==> config.mk <==
export PLATFORM = sky130hd
export DESIGN_NAME = rr4_cfadd
export DESIGN_NICKNAME = d
export VERILOG_FILES = /design/src/rtl/rr4_pkg.sv /design/src/rtl/rr4_split.sv /design/src/rtl/rr4_merge.sv /design/src/rtl/rr4_out_reg.sv /design/src/rtl/rr4_cfadd.sv
export SDC_FILE = /design/constraint.sdc
export NUM_CORES = 1
export LEC_CHECK = 0
export BUFFER_PORTS_ARGS = -buffer_cell sky130_fd_sc_hd__buf_2
export CAP_MARGIN = 20
export CORE_UTILIZATION = 51
export CTS_CLUSTER_SIZE = 10
export DETAILED_ROUTE_END_ITERATION = 10
export PLACE_DENSITY_LB_ADDON = 0.05
export SLEW_MARGIN = 20
export SYNTH_ARGS = -nofsm -noshare
export SYNTH_HDL_FRONTEND = slang
export SYNTH_SLANG_ARGS = --single-unit
==> constraint.sdc <==
create_clock -name clk -period 1 [get_ports clk]
set_input_delay 0 -clock clk [delete_from_list [all_inputs] [get_ports clk]]
set_output_delay 0 -clock clk [all_outputs]
set_load 0.03 [all_outputs]
==> src/rtl/rr4_pkg.sv <==
package rr4_pkg;

  typedef logic [2:0] rr4_code_t;

  // signed digit code -> integer value (negative zero reads as zero)
  function automatic logic signed [3:0] rr4_dec(input rr4_code_t c);
    logic signed [3:0] m;
    m = {2'b00, c[1:0]};
    rr4_dec = c[2] ? -m : m;
  endfunction

  // integer value in -3..3 -> code, never producing 100
  function automatic rr4_code_t rr4_enc(input logic signed [3:0] v);
    logic signed [3:0] n;
    n = -v;
    if (v < 4'sd0) rr4_enc = {1'b1, n[1:0]};
    else           rr4_enc = {1'b0, v[1:0]};
  endfunction

endpackage

==> src/rtl/rr4_split.sv <==
// Step one at one position: interim digit and transfer.
module rr4_split
  import rr4_pkg::*;
(
  input  rr4_code_t         x_i,
  input  rr4_code_t         y_i,
  output logic signed [2:0] mid_o,
  output logic signed [1:0] xfer_o
);
  logic signed [3:0] psum;
  logic signed [3:0] adj;

  always_comb begin
    psum = rr4_dec(x_i) + rr4_dec(y_i);
    if (psum >= 4'sd3) begin
      adj    = psum - 4'sd4;
      xfer_o = 2'sb01;
    end else if (psum <= -4'sd3) begin
      adj    = psum + 4'sd4;
      xfer_o = 2'sb11;
    end else begin
      adj    = psum;
      xfer_o = 2'sb00;
    end
    mid_o = adj[2:0];
  end
endmodule

==> src/rtl/rr4_merge.sv <==
// Step two at one position: interim digit plus incoming transfer.
module rr4_merge
  import rr4_pkg::*;
(
  input  logic signed [2:0] mid_i,
  input  logic signed [1:0] xfer_i,
  output rr4_code_t         dig_o
);
  logic signed [3:0] tot;

  always_comb begin
    tot   = {mid_i[2], mid_i} + {{2{xfer_i[1]}}, xfer_i};
    dig_o = rr4_enc(tot);
  end
endmodule

==> src/rtl/rr4_out_reg.sv <==
module rr4_out_reg #(
  parameter int W = 27
) (
  input  logic         clk,
  input  logic         rst_n,
  input  logic         en,
  input  logic [W-1:0] d_i,
  output logic [W-1:0] q_o
);
  logic [W-1:0] q_nxt;

  always_comb begin
    q_nxt = q_o;
    if (en) q_nxt = d_i;
  end

  always_ff @(posedge clk or negedge rst_n) begin
    if (!rst_n) q_o <= '0;
    else        q_o <= q_nxt;
  end
endmodule

==> src/rtl/rr4_cfadd.sv <==
module rr4_cfadd
  import rr4_pkg::*;
#(
  parameter int M            = 8,
  parameter bit REGISTER_OUT = 1'b1
) (
  input  logic               clk,
  input  logic               rst_n,
  input  logic               en,
  input  logic [3*M-1:0]     a_i,
  input  logic [3*M-1:0]     b_i,
  output logic [3*(M+1)-1:0] sum_o
);
  localparam int OW = 3 * (M + 1);

  logic signed [2:0] mid  [M];
  logic signed [1:0] xfer [M+1];
  logic [OW-1:0]     sum_c;

  assign xfer[0] = 2'sb00;

  for (genvar i = 0; i < M; i++) begin : g_pos
    rr4_split u_split (
      .x_i   (a_i[3*i +: 3]),
      .y_i   (b_i[3*i +: 3]),
      .mid_o (mid[i]),
      .xfer_o(xfer[i+1])
    );
    rr4_merge u_merge (
      .mid_i (mid[i]),
      .xfer_i(xfer[i]),
      .dig_o (sum_c[3*i +: 3])
    );
  end

  // top digit: transfer out of the highest position
  assign sum_c[3*M +: 3] = rr4_enc({{2{xfer[M][1]}}, xfer[M]});

  if (REGISTER_OUT) begin : g_reg
    rr4_out_reg #(.W(OW)) u_oreg (
      .clk  (clk),
      .rst_n(rst_n),
      .en   (en),
      .d_i  (sum_c),
      .q_o  (sum_o)
    );
  end else begin : g_comb
    assign sum_o = sum_c;
  end
endmodule

==> results.sh, run 1 <==
export IMPL_synth_top_area_share_pct=23.8
export IMPL_portBuffers=77
export IMPL_pin_count=78
export IMPL_yosysWarnings=0
export IMPL_status="stopped before the end"
export IMPL_rows=29
export IMPL_netlist_area_um2=3370
export IMPL_yosysTopAreaCell="ha_1"
export IMPL_synth_seq_cells=27
export IMPL_numCtsBuffers=3
export IMPL_cts_resized=171
export IMPL_die_y_um=83.3
export IMPL_synth_cell_type_count=35
export IMPL_yosys_top_cells_area="ha_1 24%, dfrtp_1 20%, inv_1 7.7%"
export IMPL_syn_num_nets=523
export IMPL_clock_path_buffers=2
export IMPL_pre_cts_ws_ns=-1.99
export IMPL_postCtsSetupBuffers=23
export IMPL_syn_inst=400
export IMPL_cts_sinks=27
export IMPL_avgSynthCellArea_um2=8.42
export IMPL_initial_utilization_pct=53.0
export IMPL_root_buffer="clkbuf_8"
export IMPL_place_hpwl_um=7050
export IMPL_ys_seq_area_share_pct=20.1
export IMPL_htree_levels=1
export IMPL_gp_congestion=0.820
export IMPL_hold_buffers=1
export IMPL_firstError="[ERROR DPL-0033] detailed placement checks failed during check placement."
export IMPL_die_w_um=83.3
export IMPL_lastStage="clock tree synthesis (4_1_cts)"
## per-stage QoR
stage                     instance area, µm²  instances  setup TNS, ns
after detailed placement                5140        634         -35.24
after floorplan                         4010        400         -25.09
after global placement                  5140        634         -33.18
## Yosys cell counts
cell	n
a31oi_1	6
o311ai_1	7
o21ai_1	1
nand2_1	31
or2_2	7
xnor2_1	5
nor2b_1	27
xor2_1	14
a21oi_1	26
clkbuf_1	3
o32ai_1	1
mux2i_1	8
a41oi_1	1
nand3_1	1
dfrtp_1	27
buf_2	2
fa_1	8
and3_1	1
a21boi_0	7
nor4b_4	1
o31ai_1	3
nor3b_1	1
inv_1	69
nor3_1	5
and4_4	1
o31ai_2	1
a211oi_2	1
o21ai_0	18
nor2_1	19
and2_1	1
o22ai_1	6
mux2_2	10
a211oi_1	9
ha_1	64
o211ai_1	8
## logic make-up after synthesis
family                     after synthesis  share of synthesized area, %
DFF                                     27                          20.1
buffers and inverters                   74                          8.32
muxes                                   18                          5.72
AOI/OAI and AO/OA                       95                          18.0
adders and majority gates               72                          28.5
xor gates and xnor gates                19                          4.94
and+or+nand+nor                         95                          14.4
==> run 2: changes to the inputs <==
Settings changed: CORE_UTILIZATION 51 to 36, CTS_CLUSTER_SIZE 10 to not set, PLACE_DENSITY_LB_ADDON 0.05 to 0.15.
==> results.sh, run 2 <==
export IMPL_vias_per_cell=5.05
export IMPL_drc=0
export IMPL_die_w_um=98.7
export IMPL_hold_viol=0
export IMPL_top_regs="g_reg.u_oreg.q_o (27)"
export IMPL_endpoint_kind="flip-flop"
export IMPL_cp_num_buf_inv=5
export IMPL_slowest_stage="fa_2"
export IMPL_grt_pass1_vias=3727
export IMPL_p_sw_mw=4.98
export IMPL_clock_path_buffers=2
export IMPL_portBuffers=77
export IMPL_ff2ff_setup_slack_ns=0.21
export IMPL_p_leak_nw=2.93
export IMPL_dr_pass1_iters=4
export IMPL_clkTransAtPathRegs_ns=0.10
export IMPL_diodes=0
export IMPL_worstPathArrival_ns=2.64
export IMPL_wl_um=9980
export IMPL_crit_family="adder cells"
export IMPL_clkPwrFrac_pct=6.0
export IMPL_power_density_nw_per_um2=1660
export IMPL_dpl_cell_area_um2=5160
export IMPL_core_area_um2=8890
export IMPL_fin_nets=709
export IMPL_avgSynthCellArea_um2=8.42
export IMPL_fmax_mhz=408
export IMPL_rows=34
export IMPL_fin_skew_ns=0
export IMPL_initial_utilization_pct=37.9
export IMPL_clk_latency_ns=0.27
export IMPL_final_cell_mix="89 x buf_4, 45 x buf_2, 36 x ha_4, 34 x buf_6, 27 x dfrtp_1"
export IMPL_synth_edf_count=0
export IMPL_worst_slack_ns=-1.45
export IMPL_min_path_type="input pin to asynchronous set/reset pin"
export IMPL_dpl_cell_count=666
export IMPL_grt_usage_pct=20.4
export IMPL_cts_tree="done"
export IMPL_syn_inst=400
export IMPL_async_flop_share_pct=100
export IMPL_netSwitchingFraction_pct=45.1
export IMPL_regMostFlops="g_reg.u_oreg.q_o"
export IMPL_p_int_mw=6.07
export IMPL_combPwrFrac_pct=77.7
export IMPL_pin_count=78
export IMPL_grt_pass1_wl_um=16400
export IMPL_crit_fanout=4
export IMPL_die_area_um2=9750
export IMPL_path_class="input pin to flip-flop"
export IMPL_overflow=0
export IMPL_fin_area_um2=6640
export IMPL_seqPwrFrac_pct=16.3
export IMPL_antenna_found_initial=0
export IMPL_place_hpwl_um=6870
export IMPL_drv_cap=0
export IMPL_htree_levels=1
export IMPL_synth_seq_cells=27
export IMPL_cts_sinks=27
export IMPL_post_synth_top_count_cell="inv_1"
export IMPL_drt_initial_drc_count=99
export IMPL_status="finished with violations"
export IMPL_n_fill_cell=626
export IMPL_grt_max_degree=27
export IMPL_yosysWarnings=0
export IMPL_final_cells=693
export IMPL_worst_pin_slew_ns=0.488
export IMPL_slew_viol_final=0
export IMPL_setup_viol=25
export IMPL_vias=3503
export IMPL_drive_gt1_share_pct=73.2
export IMPL_synth_cell_type_count=35
export IMPL_ys_seq_area_share_pct=20.1
export IMPL_netlist_top_cells_count="69 x inv_1, 64 x ha_1, 31 x nand2_1"
export IMPL_yosys_most_used_dff="dfrtp_1"
export IMPL_cp_slowest_stage_delay_ns=0.63
export IMPL_rsz0062_at_grt="yes"
export IMPL_fin_crit_ns=2.45
export IMPL_path_cells="buf_8, inv_8, ha_4, nand2_2, o21ai_2, inv_2, fa_2, inv_2, ha_4, nor3b_2, o32ai_2, ha_2, a211oi_2, mux2i_2, buf_4, o311ai_2"
export IMPL_numCtsBuffers=3
export IMPL_netlist_area_um2=3370
export IMPL_largest_register_ffs=27
export IMPL_syn_num_nets=523
export IMPL_root_buffer="clkbuf_8"
export IMPL_gp_congestion=0.837
export IMPL_antenna_left=0
export IMPL_yosysTopAreaCell="ha_1"
export IMPL_die_y_um=98.7
export IMPL_synth_top_area_share_pct=23.8
export IMPL_finalCritPeriodShare_pct=245
export IMPL_crit_required_ns=1.19
export IMPL_avgRoutedWirePerCell_um=14.4
export IMPL_timing_slew_headroom_pct=67.4
export IMPL_mostFrequentLayoutCell="buf_4"
export IMPL_ir_drop_v=0.000906
export IMPL_syn_to_final_growth_pct=97.1
export IMPL_startpoint_type="input pin"
export IMPL_violations="setup timing"
export IMPL_yosys_top_cells_area="ha_1 24%, dfrtp_1 20%, inv_1 7.7%"
==> run 2: cell counts after synthesis <==
No cell type changed its count.
==> run 2: path summary, 6_finish.rpt <==
check / startpoint / endpoint / depth (start not counted)
min in group clk: en / g_reg.u_oreg.q_o[2]$_DFFE_PN0P_ / 3
max in group asynchronous: rst_n / g_reg.u_oreg.q_o[13]$_DFFE_PN0P_ / 3
worst max-delay path: a_i[0] / g_reg.u_oreg.q_o[4]$_DFFE_PN0P_ / 16
worst max register to register: g_reg.u_oreg.q_o[12]$_DFFE_PN0P_ / g_reg.u_oreg.q_o[12]$_DFFE_PN0P_ / 1
worst min-delay path: rst_n / g_reg.u_oreg.q_o[6]$_DFFE_PN0P_ / 2
worst min register to register: g_reg.u_oreg.q_o[26]$_DFFE_PN0P_ / g_reg.u_oreg.q_o[26]$_DFFE_PN0P_ / 2
==> run 2: cell families after synthesis <==
logic type	count (synthesis)	synth area share [%]
AO/OA/AOI/OAI	95	18.0
XOR/XNOR	19	4.94
adder cells (fa/ha/maj)	72	28.5
buffers and inverters	74	8.32
flip-flops	27	20.1
multiplexers	18	5.72
AND/OR/NAND/NOR	95	14.4
==> run 2: routing by layer <==
metal	GRT usage [%]	routed length [µm]	part of all wire (%)	up-vias
met5	0	0	0	-
met3	2.27	219	2.2	10
li1	-	-	-	1741
met4	2.99	84	0.84	0
met1	24.0	4160	42	1690
met2	40.2	5520	55	62
==> run 2: what timing repair did <==
action	CTS	global route
endpoints found under the setup margin	25	25
hold endpoints to repair	27	0
hold buffers	1	0
cloned	0	0
buffers inserted	19	8
resized for setup	183	69
pin swaps	95	58
==> run 2: metrics by stage <==
step           utilization, %  total power, mW  hold WS (ns)  setup TNS, ns  setup slack [ns]
2_1_floorplan               -             6.03        -0.296         -25.09             -1.55
3_3_place_gp             58.1             7.84       -0.0791         -33.73             -1.82
3_5_place_dp             58.1             8.03       -0.0756         -35.22             -1.97
4_1_cts                  70.3             10.0         0.137         -23.76             -1.42
5_1_grt                  74.7             11.8         0.166         -26.47             -1.64
6_report                 74.7             11.0         0.153         -24.21             -1.45
==> run 2: final cells by class <==
type                            instances  area [µm²]  share of cell area, %
Clock buffer                            4        45.0                  0.678
Inverter                               69         394                   5.94
Multi-Input combinational cell        299        3840                   57.8
Sequential cell                        27         676                   10.2
Tap cell                              108         135                   2.04
Timing Repair Buffer                  186        1550                   23.4
==> run 2: power groups by stage <==
| stage | logic [mW] | clock network, mW | registers (mW) |
|---|---|---|---|
| final | 8.58 | 0.663 | 1.80 |
| after global routing | 9.20 | 0.709 | 1.84 |
| after CTS | 7.56 | 0.666 | 1.79 |
| after detailed placement | 6.23 | 0 | 1.81 |
| after global placement | 6.03 | 0 | 1.81 |
| after floorplan | 3.39 | 0 | 2.64 |
No activity file was read; power rests on OpenSTA's default activity.
==> run 3: changes to the inputs <==
Settings changed: SETUP_SLACK_MARGIN set to 0.5, SKIP_CTS_REPAIR_TIMING set to 1.
==> results.sh, run 3 (same netlist as run 2, synthesis figures left out) <==
export IMPL_n_fill_cell=597
export IMPL_rows=34
export IMPL_p_sw_mw=4.95
export IMPL_grt_usage_pct=16.7
export IMPL_total_power_mw=11.4
export IMPL_cts_tree="done"
export IMPL_cp_num_buf_inv=4
export IMPL_fmax_mhz=407
export IMPL_core_area_um2=8890
export IMPL_largest_register_ffs=27
export IMPL_hold_viol=27
export IMPL_min_path_type="input pin to asynchronous set/reset pin"
export IMPL_p_int_mw=6.42
export IMPL_setup_viol=25
export IMPL_cpMostUsedCell="ha_4"
export IMPL_cp_slowest_stage_delay_ns=0.61
export IMPL_root_buffer="clkbuf_8"
export IMPL_syn_to_final_growth_pct=98.9
export IMPL_numCtsBuffers=3
export IMPL_worst_pin_slew_ns=0.409
export IMPL_regMostFlops="g_reg.u_oreg.q_o"
export IMPL_worstPathArrival_ns=2.60
export IMPL_fin_skew_ns=0
export IMPL_rr_startpoint="g_reg.u_oreg.q_o[4]$_DFFE_PN0P_"
export IMPL_vias=3534
export IMPL_mostFrequentLayoutCell="buf_4"
export IMPL_grt_max_degree=21
export IMPL_clkTransAtPathRegs_ns=0.10
export IMPL_drive_gt1_share_pct=72.7
export IMPL_power_density_nw_per_um2=1700
export IMPL_drc=0
export IMPL_dpl_cell_count=663
export IMPL_multiInputGateArea_um2=3710
export IMPL_combPwrFrac_pct=77.5
export IMPL_pin_count=78
export IMPL_fin_nets=711
export IMPL_die_w_um=98.7
export IMPL_p_leak_nw=2.96
export IMPL_finalCritPeriodShare_pct=246
export IMPL_netSwitchingFraction_pct=43.6
export IMPL_die_y_um=98.7
export IMPL_die_area_um2=9750
export IMPL_ir_drop_v=0.00155
export IMPL_slew_viol_final=0
export IMPL_clk_latency_ns=0.27
export IMPL_antenna_left=0
export IMPL_portBuffers=77
export IMPL_crit_fanout=4
export IMPL_fin_crit_ns=2.46
export IMPL_top_regs="g_reg.u_oreg.q_o (27)"
export IMPL_grt_pass1_wl_um=13600
export IMPL_regArea_um2=678
export IMPL_initial_utilization_pct=37.9
export IMPL_drt_initial_drc_count=85
export IMPL_cts_sinks=27
export IMPL_diodes=0
export IMPL_rsz0062_at_grt="yes"
export IMPL_dr_pass1_iters=4
export IMPL_final_cells=695
export IMPL_cp_startpoint="a_i[0]"
export IMPL_status="finished with violations"
export IMPL_endpoint_kind="flip-flop"
export IMPL_startpoint_type="input pin"
export IMPL_vias_per_cell=5.08
export IMPL_holdWs_ns=-0.377
export IMPL_path_cells="buf_8, inv_8, ha_4, nand2_2, o21ai_2, inv_1, fa_2, inv_2, ha_4, nor3b_2, o32ai_2, ha_2, a211oi_2, mux2i_2, o211ai_1, o311ai_2"
export IMPL_overflow=0
export IMPL_seqPwrFrac_pct=16.9
export IMPL_grt_pass1_vias=3289
export IMPL_slowest_stage="fa_2"
export IMPL_clock_path_buffers=2
export IMPL_avgRoutedWirePerCell_um=14.1
export IMPL_wl_um=9800
export IMPL_htree_levels=1
export IMPL_place_hpwl_um=6730
export IMPL_pre_cts_ws_ns=-1.95
export IMPL_violations="hold timing, setup timing"
export IMPL_antenna_found_initial=0
export IMPL_clkPwrFrac_pct=5.6
export IMPL_final_cell_mix="96 x buf_4, 56 x buf_6, 33 x ha_4, 26 x inv_1, 25 x dfrtp_1"
export IMPL_finalSetupTns_ns=-25.00
export IMPL_timing_slew_headroom_pct=72.8
export IMPL_worst_slack_ns=-1.46
export IMPL_gp_congestion=0.784
export IMPL_crit_family="adder cells"
export IMPL_path_class="input pin to flip-flop"
export IMPL_crit_required_ns=1.15
export IMPL_drv_cap=0
## run 3: layout make-up
cell class | count | share of cell area (%)
Sequential cell | 27 | 10.1
Clock buffer | 3 | 0.616
Inverter | 69 | 6.14
Multi-Input combinational cell | 299 | 55.3
Timing Repair Buffer | 188 | 25.7
Tap cell | 108 | 2.02
Clock inverter | 1 | 0.0747
## run 3: power groups by stage
stage                     Sequential (mW)  Combinational, mW  Clock (mW)
after floorplan                      2.64               3.39           0
final                                1.92               8.81       0.638
after global routing                 1.97               9.43       0.700
after global placement               1.81               5.97           0
after detailed placement             1.82               6.15           0
after CTS                            1.80               6.17       0.655
## run 3: worst register-to-register path, cell delays in order, from the launching register on
cell	delay (ns)
dfrtp_1	0.41
buf_4	0.14
nand2_1	0.07
o311ai_2	0.10
## run 3: layer usage
| metal | GRT usage (%) | up-vias | share of wire [%] |
|---|---|---|---|
| met5 | 0 | - | 0 |
| met4 | 1.72 | 0 | 1.1 |
| met3 | 2.20 | 10 | 2.8 |
| met2 | 31.3 | 70 | 55 |
| met1 | 21.1 | 1702 | 41 |
| li1 | - | 1752 | - |
## run 3: final timing paths
check	slack, ns	cells after the start	end
worst max-delay path	-1.46	16	g_reg.u_oreg.q_o[4]$_DFFE_PN0P_
worst min-delay path	-0.38	1	g_reg.u_oreg.q_o[25]$_DFFE_PN0P_
worst max register to register	0.15	3	g_reg.u_oreg.q_o[4]$_DFFE_PN0P_
worst min register to register	0.54	1	g_reg.u_oreg.q_o[0]$_DFFE_PN0P_
max in group asynchronous	0.96	2	g_reg.u_oreg.q_o[0]$_DFFE_PN0P_
min in group clk	0.17	3	g_reg.u_oreg.q_o[11]$_DFFE_PN0P_
## run 3: metrics by stage
stage	area (µm²)	hold slack (ns)	util [%]
6_report	6700	-0.377	75.4
5_1_grt	6700	-0.367	75.4
4_1_cts	5200	-0.371	58.5
3_5_place_dp	5160	-0.0671	58.0
3_3_place_gp	5160	-0.0793	58.0
2_1_floorplan	4010	-0.296	-
==> run 4: changes to the inputs <==
Settings changed: REMOVE_ABC_BUFFERS set to 1.
==> results.sh, run 4 (same netlist as run 2, synthesis figures left out) <==
export IMPL_dr_pass1_iters=4
export IMPL_finalSetupTns_ns=-26.08
export IMPL_root_buffer="clkbuf_8"
export IMPL_p_leak_nw=2.90
export IMPL_clkPwrFrac_pct=5.6
export IMPL_clkTransAtPathRegs_ns=0.10
export IMPL_holdWs_ns=-0.383
export IMPL_pre_cts_ws_ns=-2.03
export IMPL_path_cells="buf_8, inv_4, ha_4, nand2_2, o21ai_2, inv_2, fa_2, ha_4, buf_4, o31ai_2, o21ai_2, ha_4, a211oi_4, mux2i_4, o211ai_1, o311ai_2"
export IMPL_status="finished with violations"
export IMPL_core_area_um2=8890
export IMPL_top_regs="g_reg.u_oreg.q_o (27)"
export IMPL_seqPwrFrac_pct=15.7
export IMPL_drv_cap=0
export IMPL_fin_skew_ns=0
export IMPL_die_area_um2=9750
export IMPL_drc=0
export IMPL_violations="hold timing, setup timing"
export IMPL_power_density_nw_per_um2=1800
export IMPL_regMostFlops="g_reg.u_oreg.q_o"
export IMPL_netSwitchingFraction_pct=43.8
export IMPL_antenna_left=0
export IMPL_setup_viol=25
export IMPL_combPwrFrac_pct=78.7
export IMPL_min_path_type="input pin to asynchronous set/reset pin"
export IMPL_startpoint_type="input pin"
export IMPL_vias_per_cell=5.05
export IMPL_rr_startpoint="g_reg.u_oreg.q_o[4]$_DFFE_PN0P_"
export IMPL_crit_required_ns=1.15
export IMPL_drt_initial_drc_count=53
export IMPL_initial_utilization_pct=37.9
export IMPL_cts_tree="done"
export IMPL_endpoint_kind="flip-flop"
export IMPL_htree_levels=1
export IMPL_ff2ff_setup_slack_ns=0.16
export IMPL_worstPathArrival_ns=2.74
export IMPL_crit_family="adder cells"
export IMPL_fin_nets=706
export IMPL_die_w_um=98.7
export IMPL_cpMostUsedCell="ha_4"
export IMPL_slowest_stage="fa_2"
export IMPL_final_cells=690
export IMPL_path_class="input pin to flip-flop"
export IMPL_cp_startpoint="a_i[0]"
export IMPL_reg2regPathDepth=3
export IMPL_antenna_found_initial=0
export IMPL_numCtsBuffers=3
export IMPL_cts_sinks=27
export IMPL_dpl_cell_count=651
export IMPL_ir_drop_v=0.00130
export IMPL_diodes=0
export IMPL_endpoint="g_reg.u_oreg.q_o[4]$_DFFE_PN0P_"
export IMPL_die_y_um=98.7
export IMPL_multiInputGateArea_um2=3760
export IMPL_slew_viol_final=0
export IMPL_pin_count=78
export IMPL_largest_register_ffs=27
export IMPL_worst_pin_slew_ns=0.363
export IMPL_worst_r2r_endpoint="g_reg.u_oreg.q_o[4]$_DFFE_PN0P_"
export IMPL_gp_congestion=0.798
export IMPL_clk_latency_ns=0.27
export IMPL_regArea_um2=676
export IMPL_grt_usage_pct=15.5
export IMPL_final_cell_mix="83 x buf_4, 67 x buf_6, 31 x ha_4, 27 x inv_1, 27 x dfrtp_1"
export IMPL_rsz0062_at_grt="yes"
export IMPL_portBuffers=77
export IMPL_rows=34
export IMPL_final_util_pct=74.2
export IMPL_hold_viol=27
export IMPL_place_hpwl_um=6220
export IMPL_fin_crit_ns=2.59
export IMPL_finalCritPeriodShare_pct=259
export IMPL_grt_max_degree=34
export IMPL_fmax_mhz=386
export IMPL_grt_pass1_vias=3053
export IMPL_avgRoutedWirePerCell_um=14.9
export IMPL_crit_fanout=4
export IMPL_grt_pass1_wl_um=12600
export IMPL_vias=3486
export IMPL_worstSetupPathDepth=16
export IMPL_p_int_mw=6.68
export IMPL_cp_slowest_stage_delay_ns=0.52
export IMPL_worst_slack_ns=-1.59
export IMPL_cp_num_buf_inv=4
export IMPL_overflow=0
export IMPL_mostFrequentLayoutCell="buf_4"
export IMPL_timing_slew_headroom_pct=75.7
export IMPL_p_sw_mw=5.20
export IMPL_wl_um=10300
export IMPL_syn_to_final_growth_pct=95.8
export IMPL_n_fill_cell=630
export IMPL_drive_gt1_share_pct=72.9
export IMPL_clock_path_buffers=2
-- run 4: power by group through the flow --
stage	Sequential, mW	Clock, mW	Combinational (mW)
global placement	1.79	0	5.19
global route	1.92	0.717	9.95
floorplan	2.64	0	2.63
CTS	1.76	0.676	5.37
finish	1.87	0.660	9.35
detailed placement	1.78	0	5.34
-- run 4: final cells by class --
type / count / area share (%)
Sequential cell: 27 / 10.2
Clock buffer: 3 / 0.626
Tap cell: 108 / 2.05
Inverter: 69 / 4.72
Multi-Input combinational cell: 299 / 57.0
Timing Repair Buffer: 183 / 25.2
Clock inverter: 1 / 0.114
-- run 4: worst min-delay path by stage --
| stage | start | endpoint | slack, ns | cells after the start |
|---|---|---|---|---|
| floorplan | rst_n | g_reg.u_oreg.q_o[0]$_DFFE_PN0P_ | -0.30 | 0 |
| global placement | rst_n | g_reg.u_oreg.q_o[2]$_DFFE_PN0P_ | -0.08 | 1 |
| detailed placement | rst_n | g_reg.u_oreg.q_o[2]$_DFFE_PN0P_ | -0.07 | 1 |
| CTS | rst_n | g_reg.u_oreg.q_o[2]$_DFFE_PN0P_ | -0.38 | 1 |
| global route | rst_n | g_reg.u_oreg.q_o[14]$_DFFE_PN0P_ | -0.37 | 1 |
| finish | rst_n | g_reg.u_oreg.q_o[2]$_DFFE_PN0P_ | -0.38 | 1 |
-- run 4: through the flow --
step | instance area, µm² | total power, mW | hold slack, ns
finish | 6600 | 11.9 | -0.383
CTS | 4470 | 7.81 | -0.378
detailed placement | 4430 | 7.13 | -0.0694
global route | 6600 | 12.6 | -0.370
floorplan | 3350 | 5.27 | -0.296
global placement | 4430 | 6.97 | -0.0772
-- run 4: layer usage --
metal | track usage (%) | up-vias | routed length, µm
met4 | 3.21 | 0 | 160
met5 | 0 | - | 0
met1 | 19.2 | 1686 | 4090
met2 | 28.9 | 65 | 5680
li1 | - | 1721 | -
met3 | 1.91 | 14 | 313
